`src/rtl/i2c_rd_pkg.sv`:
```
package i2c_rd_pkg;

  typedef enum logic [3:0] {
    ST_IDLE,
    ST_DEV,
    ST_ACK_DEV,
    ST_AHI,
    ST_ACK_HI,
    ST_ALO,
    ST_ACK_LO,
    ST_TX,
    ST_RX_ACK,
    ST_IGNORE
  } busState_t;

  // bus events decoded by the datapath
  typedef struct packed {
    logic sclRise;
    logic sclFall;
    logic startSeen;
    logic stopSeen;
  } busEvt_t;

  // strobes from control to datapath
  typedef struct packed {
    logic rxShift;
    logic hiLoad;
    logic addrLoad;
    logic txLoad;
    logic txShift;
    logic ackOn;
    logic busRel;
  } dpStrobe_t;

endpackage

```
`src/rtl/i2c_rd_datapath.sv`:
```
module i2c_rd_datapath
  import i2c_rd_pkg::*;
#(
  parameter int unsigned ADDR_W      = 13,
  parameter logic [6:0]  DEV_ID      = 7'h50,
  parameter int unsigned SYNC_STAGES = 2
) (
  input  logic              clk,
  input  logic              rstN,
  input  logic              sclIn,
  input  logic              sdaIn,
  input  dpStrobe_t         strb,
  input  logic [7:0]        memData,
  output busEvt_t           evt,
  output logic              sdaNow,
  output logic              devMatch,
  output logic              rwBit,
  output logic              sdaOe,
  output logic [ADDR_W-1:0] memAddr
);

  localparam int unsigned HI_W   = ADDR_W - 8;
  localparam int unsigned PIPE_W = SYNC_STAGES + 1;

  logic [PIPE_W-1:0] sclPipe;
  logic [PIPE_W-1:0] sdaPipe;
  logic              sclCur;
  logic              sclOld;
  logic              sdaCur;
  logic              sdaOld;
  logic [7:0]        rxReg;
  logic [7:0]        txReg;
  logic [HI_W-1:0]   hiReg;
  logic [ADDR_W-1:0] addrCnt;
  logic              oeReg;

  // idle bus reads high, so reset the pipes to ones
  always_ff @(posedge clk or negedge rstN) begin
    if (!rstN) begin
      sclPipe <= '1;
      sdaPipe <= '1;
    end else begin
      sclPipe <= {sclPipe[PIPE_W-2:0], sclIn};
      sdaPipe <= {sdaPipe[PIPE_W-2:0], sdaIn};
    end
  end

  assign sclCur = sclPipe[SYNC_STAGES-1];
  assign sclOld = sclPipe[SYNC_STAGES];
  assign sdaCur = sdaPipe[SYNC_STAGES-1];
  assign sdaOld = sdaPipe[SYNC_STAGES];

  assign evt.sclRise   = sclCur & ~sclOld;
  assign evt.sclFall   = ~sclCur & sclOld;
  assign evt.startSeen = sclCur & sclOld & sdaOld & ~sdaCur;
  assign evt.stopSeen  = sclCur & sclOld & ~sdaOld & sdaCur;
  assign sdaNow        = sdaCur;

  always_ff @(posedge clk or negedge rstN) begin
    if (!rstN) begin
      rxReg <= '0;
      hiReg <= '0;
    end else begin
      if (strb.rxShift) rxReg <= {rxReg[6:0], sdaCur};
      if (strb.hiLoad)  hiReg <= rxReg[HI_W-1:0];
    end
  end

  assign devMatch = (rxReg[7:1] == DEV_ID);
  assign rwBit    = rxReg[0];

  // persistent address counter, wraps at 2^ADDR_W
  always_ff @(posedge clk or negedge rstN) begin
    if (!rstN)              addrCnt <= '0;
    else if (strb.addrLoad) addrCnt <= {hiReg, rxReg};
    else if (strb.txLoad)   addrCnt <= addrCnt + 1'b1;
  end

  always_ff @(posedge clk or negedge rstN) begin
    if (!rstN)             txReg <= '0;
    else if (strb.txLoad)  txReg <= memData;
    else if (strb.txShift) txReg <= {txReg[6:0], 1'b0};
  end

  always_ff @(posedge clk or negedge rstN) begin
    if (!rstN)             oeReg <= 1'b0;
    else if (strb.busRel)  oeReg <= 1'b0;
    else if (strb.ackOn)   oeReg <= 1'b1;
    else if (strb.txLoad)  oeReg <= ~memData[7];
    else if (strb.txShift) oeReg <= ~txReg[6];
  end

  assign sdaOe   = oeReg;
  assign memAddr = addrCnt;

endmodule

```
`src/rtl/i2c_rd_ctrl.sv`:
```
module i2c_rd_ctrl
  import i2c_rd_pkg::*;
(
  input  logic      clk,
  input  logic      rstN,
  input  busEvt_t   evt,
  input  logic      sdaNow,
  input  logic      devMatch,
  input  logic      rwBit,
  output dpStrobe_t strb
);

  busState_t state;
  busState_t stateNxt;
  logic [3:0] bitCnt;
  logic [3:0] bitCntNxt;
  logic       ackSeen;

  always_ff @(posedge clk or negedge rstN) begin
    if (!rstN) begin
      state   <= ST_IDLE;
      bitCnt  <= '0;
      ackSeen <= 1'b0;
    end else begin
      state  <= stateNxt;
      bitCnt <= bitCntNxt;
      if (state == ST_RX_ACK && evt.sclRise) ackSeen <= ~sdaNow;
    end
  end

  always_comb begin
    strb      = '0;
    stateNxt  = state;
    bitCntNxt = bitCnt;
    if (evt.stopSeen) begin
      strb.busRel = 1'b1;
      stateNxt    = ST_IDLE;
      bitCntNxt   = '0;
    end else if (evt.startSeen) begin
      strb.busRel = 1'b1;
      stateNxt    = ST_DEV;
      bitCntNxt   = '0;
    end else begin
      case (state)
        ST_DEV, ST_AHI, ST_ALO: begin
          if (evt.sclRise && bitCnt < 4'd8) begin
            strb.rxShift = 1'b1;
            bitCntNxt    = bitCnt + 4'd1;
          end else if (evt.sclFall && bitCnt == 4'd8) begin
            bitCntNxt = '0;
            if (state == ST_DEV) begin
              if (devMatch) begin
                strb.ackOn = 1'b1;
                stateNxt   = ST_ACK_DEV;
              end else begin
                stateNxt = ST_IGNORE;
              end
            end else if (state == ST_AHI) begin
              strb.hiLoad = 1'b1;
              strb.ackOn  = 1'b1;
              stateNxt    = ST_ACK_HI;
            end else begin
              strb.addrLoad = 1'b1;
              strb.ackOn    = 1'b1;
              stateNxt      = ST_ACK_LO;
            end
          end
        end
        ST_ACK_DEV: begin
          if (evt.sclFall) begin
            if (rwBit) begin
              strb.txLoad = 1'b1;
              stateNxt    = ST_TX;
            end else begin
              strb.busRel = 1'b1;
              stateNxt    = ST_AHI;
            end
          end
        end
        ST_ACK_HI: begin
          if (evt.sclFall) begin
            strb.busRel = 1'b1;
            stateNxt    = ST_ALO;
          end
        end
        ST_ACK_LO: begin
          if (evt.sclFall) begin
            strb.busRel = 1'b1;
            stateNxt    = ST_IGNORE;
          end
        end
        ST_TX: begin
          if (evt.sclRise) begin
            bitCntNxt = bitCnt + 4'd1;
          end else if (evt.sclFall) begin
            if (bitCnt == 4'd8) begin
              strb.busRel = 1'b1;
              bitCntNxt   = '0;
              stateNxt    = ST_RX_ACK;
            end else begin
              strb.txShift = 1'b1;
            end
          end
        end
        ST_RX_ACK: begin
          if (evt.sclFall) begin
            if (ackSeen) begin
              strb.txLoad = 1'b1;
              stateNxt    = ST_TX;
            end else begin
              stateNxt = ST_IGNORE;
            end
          end
        end
        default: ;
      endcase
    end
  end

endmodule

```
`src/rtl/i2c_rd_engine.sv`:
```
module i2c_rd_engine
  import i2c_rd_pkg::*;
#(
  parameter int unsigned ADDR_W      = 13,
  parameter logic [6:0]  DEV_ID      = 7'h50,
  parameter int unsigned SYNC_STAGES = 2
) (
  input  logic              clk,
  input  logic              rstN,
  input  logic              sclIn,
  input  logic              sdaIn,
  output logic              sdaOe,
  output logic [ADDR_W-1:0] memAddr,
  input  logic [7:0]        memData
);

  busEvt_t   evt;
  dpStrobe_t strb;
  logic      sdaNow;
  logic      devMatch;
  logic      rwBit;

  i2c_rd_datapath #(
    .ADDR_W     (ADDR_W),
    .DEV_ID     (DEV_ID),
    .SYNC_STAGES(SYNC_STAGES)
  ) dp_i (
    .clk     (clk),
    .rstN    (rstN),
    .sclIn   (sclIn),
    .sdaIn   (sdaIn),
    .strb    (strb),
    .memData (memData),
    .evt     (evt),
    .sdaNow  (sdaNow),
    .devMatch(devMatch),
    .rwBit   (rwBit),
    .sdaOe   (sdaOe),
    .memAddr (memAddr)
  );

  i2c_rd_ctrl ctrl_i (
    .clk     (clk),
    .rstN    (rstN),
    .evt     (evt),
    .sdaNow  (sdaNow),
    .devMatch(devMatch),
    .rwBit   (rwBit),
    .strb    (strb)
  );

endmodule

```
`config.mk`:
```
export PLATFORM = sky130hd
export DESIGN_NAME = i2c_rd_engine
export DESIGN_NICKNAME = d
export VERILOG_FILES = /design/src/rtl/i2c_rd_pkg.sv /design/src/rtl/i2c_rd_datapath.sv /design/src/rtl/i2c_rd_ctrl.sv /design/src/rtl/i2c_rd_engine.sv
export SDC_FILE = /design/constraint.sdc
export NUM_CORES = 1
export LEC_CHECK = 0
export BUFFER_PORTS_ARGS = -buffer_cell sky130_fd_sc_hd__buf_2
export CORE_UTILIZATION = 41
export CTS_CLUSTER_DIAMETER = 60
export CTS_CLUSTER_SIZE = 10
export DETAILED_ROUTE_END_ITERATION = 12
export PLACE_DENSITY = 0.68
export SLEW_MARGIN = 15
export SYNTH_ARGS = -nofsm -noshare
export SYNTH_HDL_FRONTEND = slang
export SYNTH_HIERARCHICAL = 1
export SYNTH_SLANG_ARGS = --single-unit
```
`constraint.sdc`:
```
create_clock -name clk -period 2.6 [get_ports clk]
set_clock_uncertainty 0.1 [all_clocks]
set_input_delay 0.52 -clock clk [delete_from_list [all_inputs] [get_ports clk]]
set_output_delay 0.52 -clock clk [all_outputs]
set_load 0.01 [all_outputs]
```
==> results.py, run 1 <==
metrics = {
    "pwr": {
        "combPwrFrac_pct": 32.2,
        "irDropWorstVdd_uv": 402,
        "p_leak_nw": 1.28,
        "intPower_mw": 1.47,
        "netSwitchingFraction_pct": 36.3,
        "total_switching_power_mw": 0.840,
        "p_seq_share_pct": 48.7,
        "pwr-share-clk_pct": 19.1,
        "power.density_mw_per_mm2": 777,
    },
    "routing": {
        "num_vias": 1925,
        "average_wire_length_per_cell_after_detail_routing_um": 13.8,
        "post_drt_via_cell_ratio": 5.29,
        "detail_route.drc_violations": 0,
        "drt_first_pass_iters": 4,
        "drt_iter0_markers": 140,
        "final_antenna_net_count": 0,
        "drt-total-wl_um": 5030,
    },
    "setup_path": {
        "crit_slowest_cell": "sky130_fd_sc_hd__dfstp_2",
        "crit_arrival_ns": 2.49,
        "crit_required_ns": 2.69,
        "cp.buffers_inverters": 1,
        "rr_endpoint": "ctrl_i/state[1]",
        "setup.worst_path.class": "register to register",
        "cp_slowest_stage_delay_ns": 0.55,
        "timing.critical_path.fanout_max": 7,
        "regToRegSetupSlack_ns": 0.20,
        "worst_path_dominant_cell_family": "simple AND/OR/NAND/NOR gates",
        "endpoint_kind": "register",
        "rr_startpoint": "dp_i/sclPipe[1]",
        "reg2regPathDepth": 8,
        "timing.critical_path.cells": "nand2_1 > nor3b_1 > nor2_1 > buf_4 > nand2_1 > nor2_1 > o31ai_4 > mux2_4",
        "worst_setup_path_start_kind": "register",
    },
    "logic_synthesis": {
        "synth-xor-area-share_pct": 4.06,
        "synth_fa_ha_area_share_pct": 1.45,
        "netlist_top_cells_count": "43 x sky130_fd_sc_hd__dfrtp_1, 34 x sky130_fd_sc_hd__nand2_1, 23 x sky130_fd_sc_hd__o21ai_0",
        "postSynthRegisterBits": 49,
        "synth.top_cell.area_share_pct": 41.6,
        "synthesis.yosys.warnings": 6,
        "yosys.area.top_type": "sky130_fd_sc_hd__dfrtp_1",
        "synthesis.nets": 267,
        "synth-simple-area-share_pct": 20.0,
        "syn_area_per_cell_sq_um": 10.3,
        "synth.cell_area_sq_mm": 0.00259,
        "synth_compound_area_share_pct": 12.2,
        "largest_family_of_logic_cells_by_synthesized_area": "simple AND/OR/NAND/NOR gates",
        "netlist-cell-type-count": 45,
        "ys_dominant_reg_cell": "sky130_fd_sc_hd__dfrtp_1",
        "synthCells": 252,
        "synth_most_common_cell": "sky130_fd_sc_hd__dfrtp_1",
        "synth-edff-count": 0,
        "synth_area_leaders": "sky130_fd_sc_hd__dfrtp_1 42%, sky130_fd_sc_hd__mux2_2 6.5%, sky130_fd_sc_hd__dfstp_2 6.1%",
        "synth.area.mux_share_pct": 11.2,
        "synth_async_sr_flop_share_pct": 100,
        "seq_area_frac_synth_pct": 47.7,
    },
    "floorplan": {
        "start_util_pct": 43.2,
        "placeableCoreArea_sq_mm": 0.00599,
        "dieHeight_um": 81.4,
        "die_area_sq_mm": 0.00663,
        "chipWidth_um": 81.4,
        "io-pin-count": 26,
        "fp-row-count": 28,
    },
    "place": {
        "gpl.final_weighted_congestion": 0.894,
        "place.port_buffers": 25,
        "hpwl_um": 3630,
        "post-place-cells": 356,
    },
    "clock_network": {
        "ctsRootBufferMaster": "sky130_fd_sc_hd__clkbuf_8",
        "clock_latency_reported_for_the_late_side_of_the_worst_skew_pair_ns": 0.31,
        "post_cts.resized_instances": 0,
        "ctsHoldBuffers": 0,
        "cts_tree": "done",
        "clockBufferDepth": 2,
        "postCtsSetupBuffers": 0,
        "cts-htree-levels": 2,
        "clk_pin_slew_ns": 0.09,
        "cts_buffers": 5,
        "clock_sinks": 49,
    },
    "sta": {
        "hold_viol_final": 0,
        "max_slew_margin_pct": 59.3,
        "max_clock_freq_mhz": 416,
        "period_share_pct": 92.5,
        "maxSlewViolCount": 0,
        "worst_slew_pin_slew_ns": 0.610,
        "grt_setup_unrepaired": "false",
        "worst_hold_margin_ns": 0.198,
        "final-setup-viol-count": 0,
        "final_period_minus_worst_setup_slack_ns": 2.40,
        "final.setup.tns_ns": 0,
    },
    "global_route": {
        "grt_pass1_vias": 1820,
        "grt_start_max_net_pins": 50,
        "grt_pass1_wl_um": 8510,
        "grt_antenna_before_repair": 0,
        "grt_remaining_overflow": 0,
        "grt.total_usage_pct": 16.9,
    },
    "layout": {
        "drive_gt1_share_pct": 28.7,
        "instances_no_fill": 364,
        "area.growth.synth_to_final_pct": 15.0,
        "multi_input_area_sq_mm": 0.00129,
        "fill_count": 543,
        "finish.net_count": 303,
        "register_area_sq_mm": 0.00123,
        "n_antenna_cell": 0,
    },
    "outcome": {
        "outcome": "completed",
    },
    "worst_hold_path": {
        "worstHoldPathType": "input pin to asynchronous set/reset pin",
    },
    "flow_run": {
        "max_cap_viol_count": 0,
    },
}
-- sequential cells by signal, summed over array words and instances, names as in the netlist --
| name | flops |
|---|---|
| dp_i/memAddr | 13 |
| ctrl_i/state | 4 |
| dp_i/sdaOe | 1 |
| ctrl_i/bitCnt | 4 |
| dp_i/sdaPipe | 3 |
| ctrl_i/ackSeen | 1 |
| dp_i/hiReg | 5 |
| dp_i/sclPipe | 3 |
| dp_i/rxReg | 8 |
| dp_i/txReg | 7 |
-- worst max-delay path by stage --
stage                                from  slack (ns)  depth (start not counted)               end
final                     dp_i/sclPipe[1]        0.20                          8   ctrl_i/state[1]
after global routing      dp_i/sclPipe[1]        0.02                          8   ctrl_i/state[2]
after CTS                 dp_i/sclPipe[2]        0.23                          7   dp_i/memAddr[8]
after detailed placement  dp_i/sclPipe[2]        0.25                          7  dp_i/memAddr[11]
after global placement    dp_i/sclPipe[1]        0.25                          8   ctrl_i/state[2]
after floorplan           dp_i/sdaPipe[1]        0.20                          8  dp_i/memAddr[12]
-- worst register-to-register path, cell delays in order, from the launching register on --
cell,delay (ns)
sky130_fd_sc_hd__dfstp_2,0.55
sky130_fd_sc_hd__nand2_1,0.07
sky130_fd_sc_hd__nor3b_1,0.40
sky130_fd_sc_hd__nor2_1,0.10
sky130_fd_sc_hd__buf_4,0.18
sky130_fd_sc_hd__nand2_1,0.09
sky130_fd_sc_hd__nor2_1,0.07
sky130_fd_sc_hd__o31ai_4,0.40
sky130_fd_sc_hd__mux2_4,0.33
-- metrics by stage --
stage	area (sq um)	setup WS (ns)	power (mW)	util [%]
floorplan	2590	0.199	1.66	-
global placement	2890	0.252	1.87	48.2
detailed placement	2890	0.250	1.88	48.2
CTS	2980	0.230	2.33	49.7
global route	2980	0.0162	2.49	49.7
finish	2980	0.195	2.31	49.7
-- final cells by class --
type | count | area share (%)
inverters | 9 | 1.13
clock inverters | 2 | 0.504
flip-flops and latches | 49 | 41.4
well taps | 75 | 3.15
repair buffers | 40 | 7.99
clock buffers | 6 | 2.44
multi-input cells | 183 | 43.3
-- placed cells by master (no fill, tap or decap), types with 7 or more instances in the layout --
cell type	n
sky130_fd_sc_hd__mux2i_1	9
sky130_fd_sc_hd__buf_2	25
sky130_fd_sc_hd__mux2_2	15
sky130_fd_sc_hd__inv_1	9
sky130_fd_sc_hd__dfrtp_1	43
sky130_fd_sc_hd__nand2_1	34
sky130_fd_sc_hd__o21ai_0	23
sky130_fd_sc_hd__buf_4	15
sky130_fd_sc_hd__xnor2_1	7
sky130_fd_sc_hd__nor2_1	15
sky130_fd_sc_hd__a21oi_1	7
-- layer usage --
| layer | vias to the layer above | global-route usage, % | part of all wire, % |
|---|---|---|---|
| met5 | - | 0 | 0 |
| met4 | 0 | 5.89 | 1.0 |
| met3 | 6 | 4.22 | 3.7 |
| met2 | 38 | 26.2 | 44 |
| met1 | 925 | 23.0 | 51 |
| li1 | 956 | - | - |
-- cell families (layout without fill, tap and decap cells) --
logic type               after synthesis  in the layout
AO/OA/AOI/OAI                         51             51
XOR/XNOR                              12             12
adder cells (fa/ha/maj)                3              3
buffers and inverters                 20             57
flip-flops                            49             49
multiplexers                          26             26
AND/OR/NAND/NOR                       91             91
-- power by group through the flow --
stage               sequential [mW]  combinational [mW]  clock (mW)
floorplan                      1.06               0.600           0
global placement               1.13               0.734           0
detailed placement             1.14               0.743           0
CTS                            1.12               0.746       0.459
global route                   1.15               0.844       0.493
finish                         1.13               0.744       0.442
No activity file was read; power rests on OpenSTA's default activity.
==> run 2, diff against run 1 <==
ABC_AREA = 1   (was unset)
==> run 2 against run 1 <==
Worst hold slack worse by 0.050 ns. Highest routed layer unchanged. First-iteration DRC count up 35%. Synthesized area grew 3.6%. Critical path type unchanged. Register-to-register slack better by 0.05 ns. Fmax grew 2.1%. Cell count is 25% higher. Design area up 1.6%. Sequential power rose by 4%. Largest power group unchanged.
==> results.py, run 2 <==
metrics = {
    "outcome": {
        "outcome": "completed",
    },
    "logic_synthesis": {
        "synth_area_leaders": "sky130_fd_sc_hd__dfrtp_1 40%, sky130_fd_sc_hd__nand2_1 14%, sky130_fd_sc_hd__dfstp_2 5.9%",
        "netlist_top_cells_count": "98 x sky130_fd_sc_hd__nand2_1, 43 x sky130_fd_sc_hd__dfrtp_1, 34 x sky130_fd_sc_hd__nor2_1",
        "synthCells": 345,
        "synth.cell_area_sq_mm": 0.00268,
        "synthesis.yosys.warnings": 6,
        "synth-edff-count": 0,
        "synth_most_common_cell": "sky130_fd_sc_hd__nand2_1",
        "yosys.area.top_type": "sky130_fd_sc_hd__dfrtp_1",
        "netlist-cell-type-count": 34,
        "seq_area_frac_synth_pct": 46.0,
        "syn_area_per_cell_sq_um": 7.77,
        "synth.top_cell.area_share_pct": 40.1,
        "synthesis.nets": 360,
        "synth_async_sr_flop_share_pct": 100,
        "postSynthRegisterBits": 49,
        "ys_dominant_reg_cell": "sky130_fd_sc_hd__dfrtp_1",
    },
    "place": {
        "hpwl_um": 4460,
        "gpl.final_weighted_congestion": 0.847,
        "post-place-cells": 447,
        "placedInstanceArea_sq_mm": 0.00291,
        "place.port_buffers": 25,
    },
    "layout": {
        "n_antenna_cell": 0,
        "postLayoutCellArea_sq_mm": 0.00303,
        "most_common_cell_after_layout_fill_and_taps_aside": "sky130_fd_sc_hd__nand2_1",
        "area.growth.synth_to_final_pct": 12.9,
        "drive_gt1_share_pct": 19.6,
        "instances_no_fill": 455,
        "register_area_sq_mm": 0.00123,
        "fill_count": 622,
        "finish.net_count": 392,
        "largest_reg_flops": 13,
        "final_cell_mix": "98 x sky130_fd_sc_hd__nand2_1, 43 x sky130_fd_sc_hd__dfrtp_1, 33 x sky130_fd_sc_hd__nor2_1",
        "multi_input_area_sq_mm": 0.00127,
    },
    "setup_path": {
        "cp.buffers_inverters": 3,
        "rr_startpoint": "dp_i/sclPipe[2]",
        "crit_slowest_cell": "sky130_fd_sc_hd__dfstp_2",
        "endpoint_kind": "register",
        "regToRegSetupSlack_ns": 0.24,
        "crit_required_ns": 2.69,
        "worst_setup_path_start_kind": "register",
        "timing.critical_path.fanout_max": 8,
        "worst_path_dominant_cell_family": "simple AND/OR/NAND/NOR gates",
        "crit_arrival_ns": 2.45,
        "setup.worst_path.class": "register to register",
        "critPathLaunch": "dp_i/sclPipe[2]",
        "timing.critical_path.cells": "inv_1 > nor2_1 > inv_1 > nor2_1 > nand4_1 > nor4_1 > buf_4 > mux2_2",
        "cp_slowest_stage_delay_ns": 0.54,
    },
    "global_route": {
        "grt_remaining_overflow": 0,
        "grt_pass1_vias": 2233,
        "grt_start_max_net_pins": 32,
        "grt.total_usage_pct": 18.0,
        "grt_pass1_wl_um": 10100,
        "grt_antenna_before_repair": 0,
    },
    "routing": {
        "post_drt_via_cell_ratio": 5.13,
        "average_wire_length_per_cell_after_detail_routing_um": 12.8,
        "drt_iter0_markers": 189,
        "final_antenna_net_count": 0,
        "drt_first_pass_iters": 4,
        "drt-total-wl_um": 5820,
        "num_vias": 2332,
        "detail_route.drc_violations": 0,
    },
    "sta": {
        "worst_hold_margin_ns": 0.148,
        "worst_slew_pin_slew_ns": 0.780,
        "max_slew_margin_pct": 47.8,
        "final_period_minus_worst_setup_slack_ns": 2.36,
        "period_share_pct": 90.6,
        "final.setup.tns_ns": 0,
        "hold_viol_final": 0,
        "grt_setup_unrepaired": "false",
        "max_clock_freq_mhz": 424,
        "maxSlewViolCount": 0,
        "final-setup-viol-count": 0,
    },
    "clock_network": {
        "ctsRootBufferMaster": "sky130_fd_sc_hd__clkbuf_8",
        "clock_latency_reported_for_the_late_side_of_the_worst_skew_pair_ns": 0.30,
        "clockBufferDepth": 2,
        "cts_buffers": 5,
        "clock_sinks": 49,
        "cts-htree-levels": 2,
        "clk_pin_slew_ns": 0.09,
        "postCtsSetupBuffers": 0,
        "cts_tree": "done",
    },
    "pwr": {
        "p_leak_nw": 1.49,
        "power.density_mw_per_mm2": 866,
        "irDropWorstVdd_uv": 392,
    },
    "floorplan": {
        "placeableCoreArea_sq_mm": 0.00631,
        "fp-row-count": 29,
        "chipWidth_um": 82.9,
        "dieHeight_um": 82.9,
        "io-pin-count": 26,
        "start_util_pct": 42.4,
        "die_area_sq_mm": 0.00686,
    },
    "flow_run": {
        "max_cap_viol_count": 0,
    },
    "worst_hold_path": {
        "worstHoldPathType": "input pin to asynchronous set/reset pin",
    },
}
## run 2: cell types whose count changed in the layout (fill, tap and decap cells not counted), sizes merged, moves of 13 or more
cell and change:
nor2 +27, nand3 +28, nand2 +71, o21ai -13, mux2 -15, inv +27
## run 2: what timing repair did
| item | CTS | global route |
|---|---|---|
| hold buffers | 0 | 0 |
| gates resized for setup | 0 | 1 |
| hold endpoints to repair | 0 | 0 |
| setup endpoints to repair | 0 | 1 |
## run 2: area by class of cell
cell class / instances / share of cell area, %
clock buffer: 6 / 2.40
multi-input combinational: 253 / 42.0
tap: 77 / 3.18
timing repair buffer: 32 / 5.87
sequential: 49 / 40.8
clock inverter: 2 / 1.28
inverter: 36 / 4.47
## run 2: cells by family (layout without fill, tap and decap cells)
kind of cell	count (synthesis)	count (layout)	share of synthesized area [%]
simple gates	197	197	33.2
flops	49	49	46.0
compound gates	46	46	10.2
buf+inv	43	76	6.63
xor+xnor	5	5	1.63
fa+ha+maj	3	3	1.40
mux	2	2	0.840
## run 2: where the power goes
part	switching [mW]	internal, mW
combinational	0.578	0.321
sequential	0.218	0.957
clock	0.256	0.289
total	1.05	1.57
## run 2: metal layers
layer,global-route usage [%],wire (um),vias up
li1,-,-,1190
met1,25.2,2860,1083
met2,28.6,2620,53
met3,2.78,281,6
met4,5.64,68,0
met5,0,0,-
## run 2: stage by stage
step	setup slack, ns	utilization [%]	total power, mW
after floorplan	0.602	-	1.82
after global placement	0.323	46.1	2.07
after detailed placement	0.289	46.1	2.08
after CTS	0.267	47.9	2.64
after global routing	0.00717	47.9	2.83
final	0.244	47.9	2.62
## run 2: final timing paths
path / endpoint / cells past startpoint
max: dp_i/hiReg[3] / 8
max reg2reg: dp_i/hiReg[3] / 8
min reg2reg: dp_i/sdaPipe[1] / 0
min in group clk: dp_i/sdaPipe[0] / 1
max in group asynchronous: dp_i/hiReg[0] / 2
min: dp_i/txReg[3] / 1
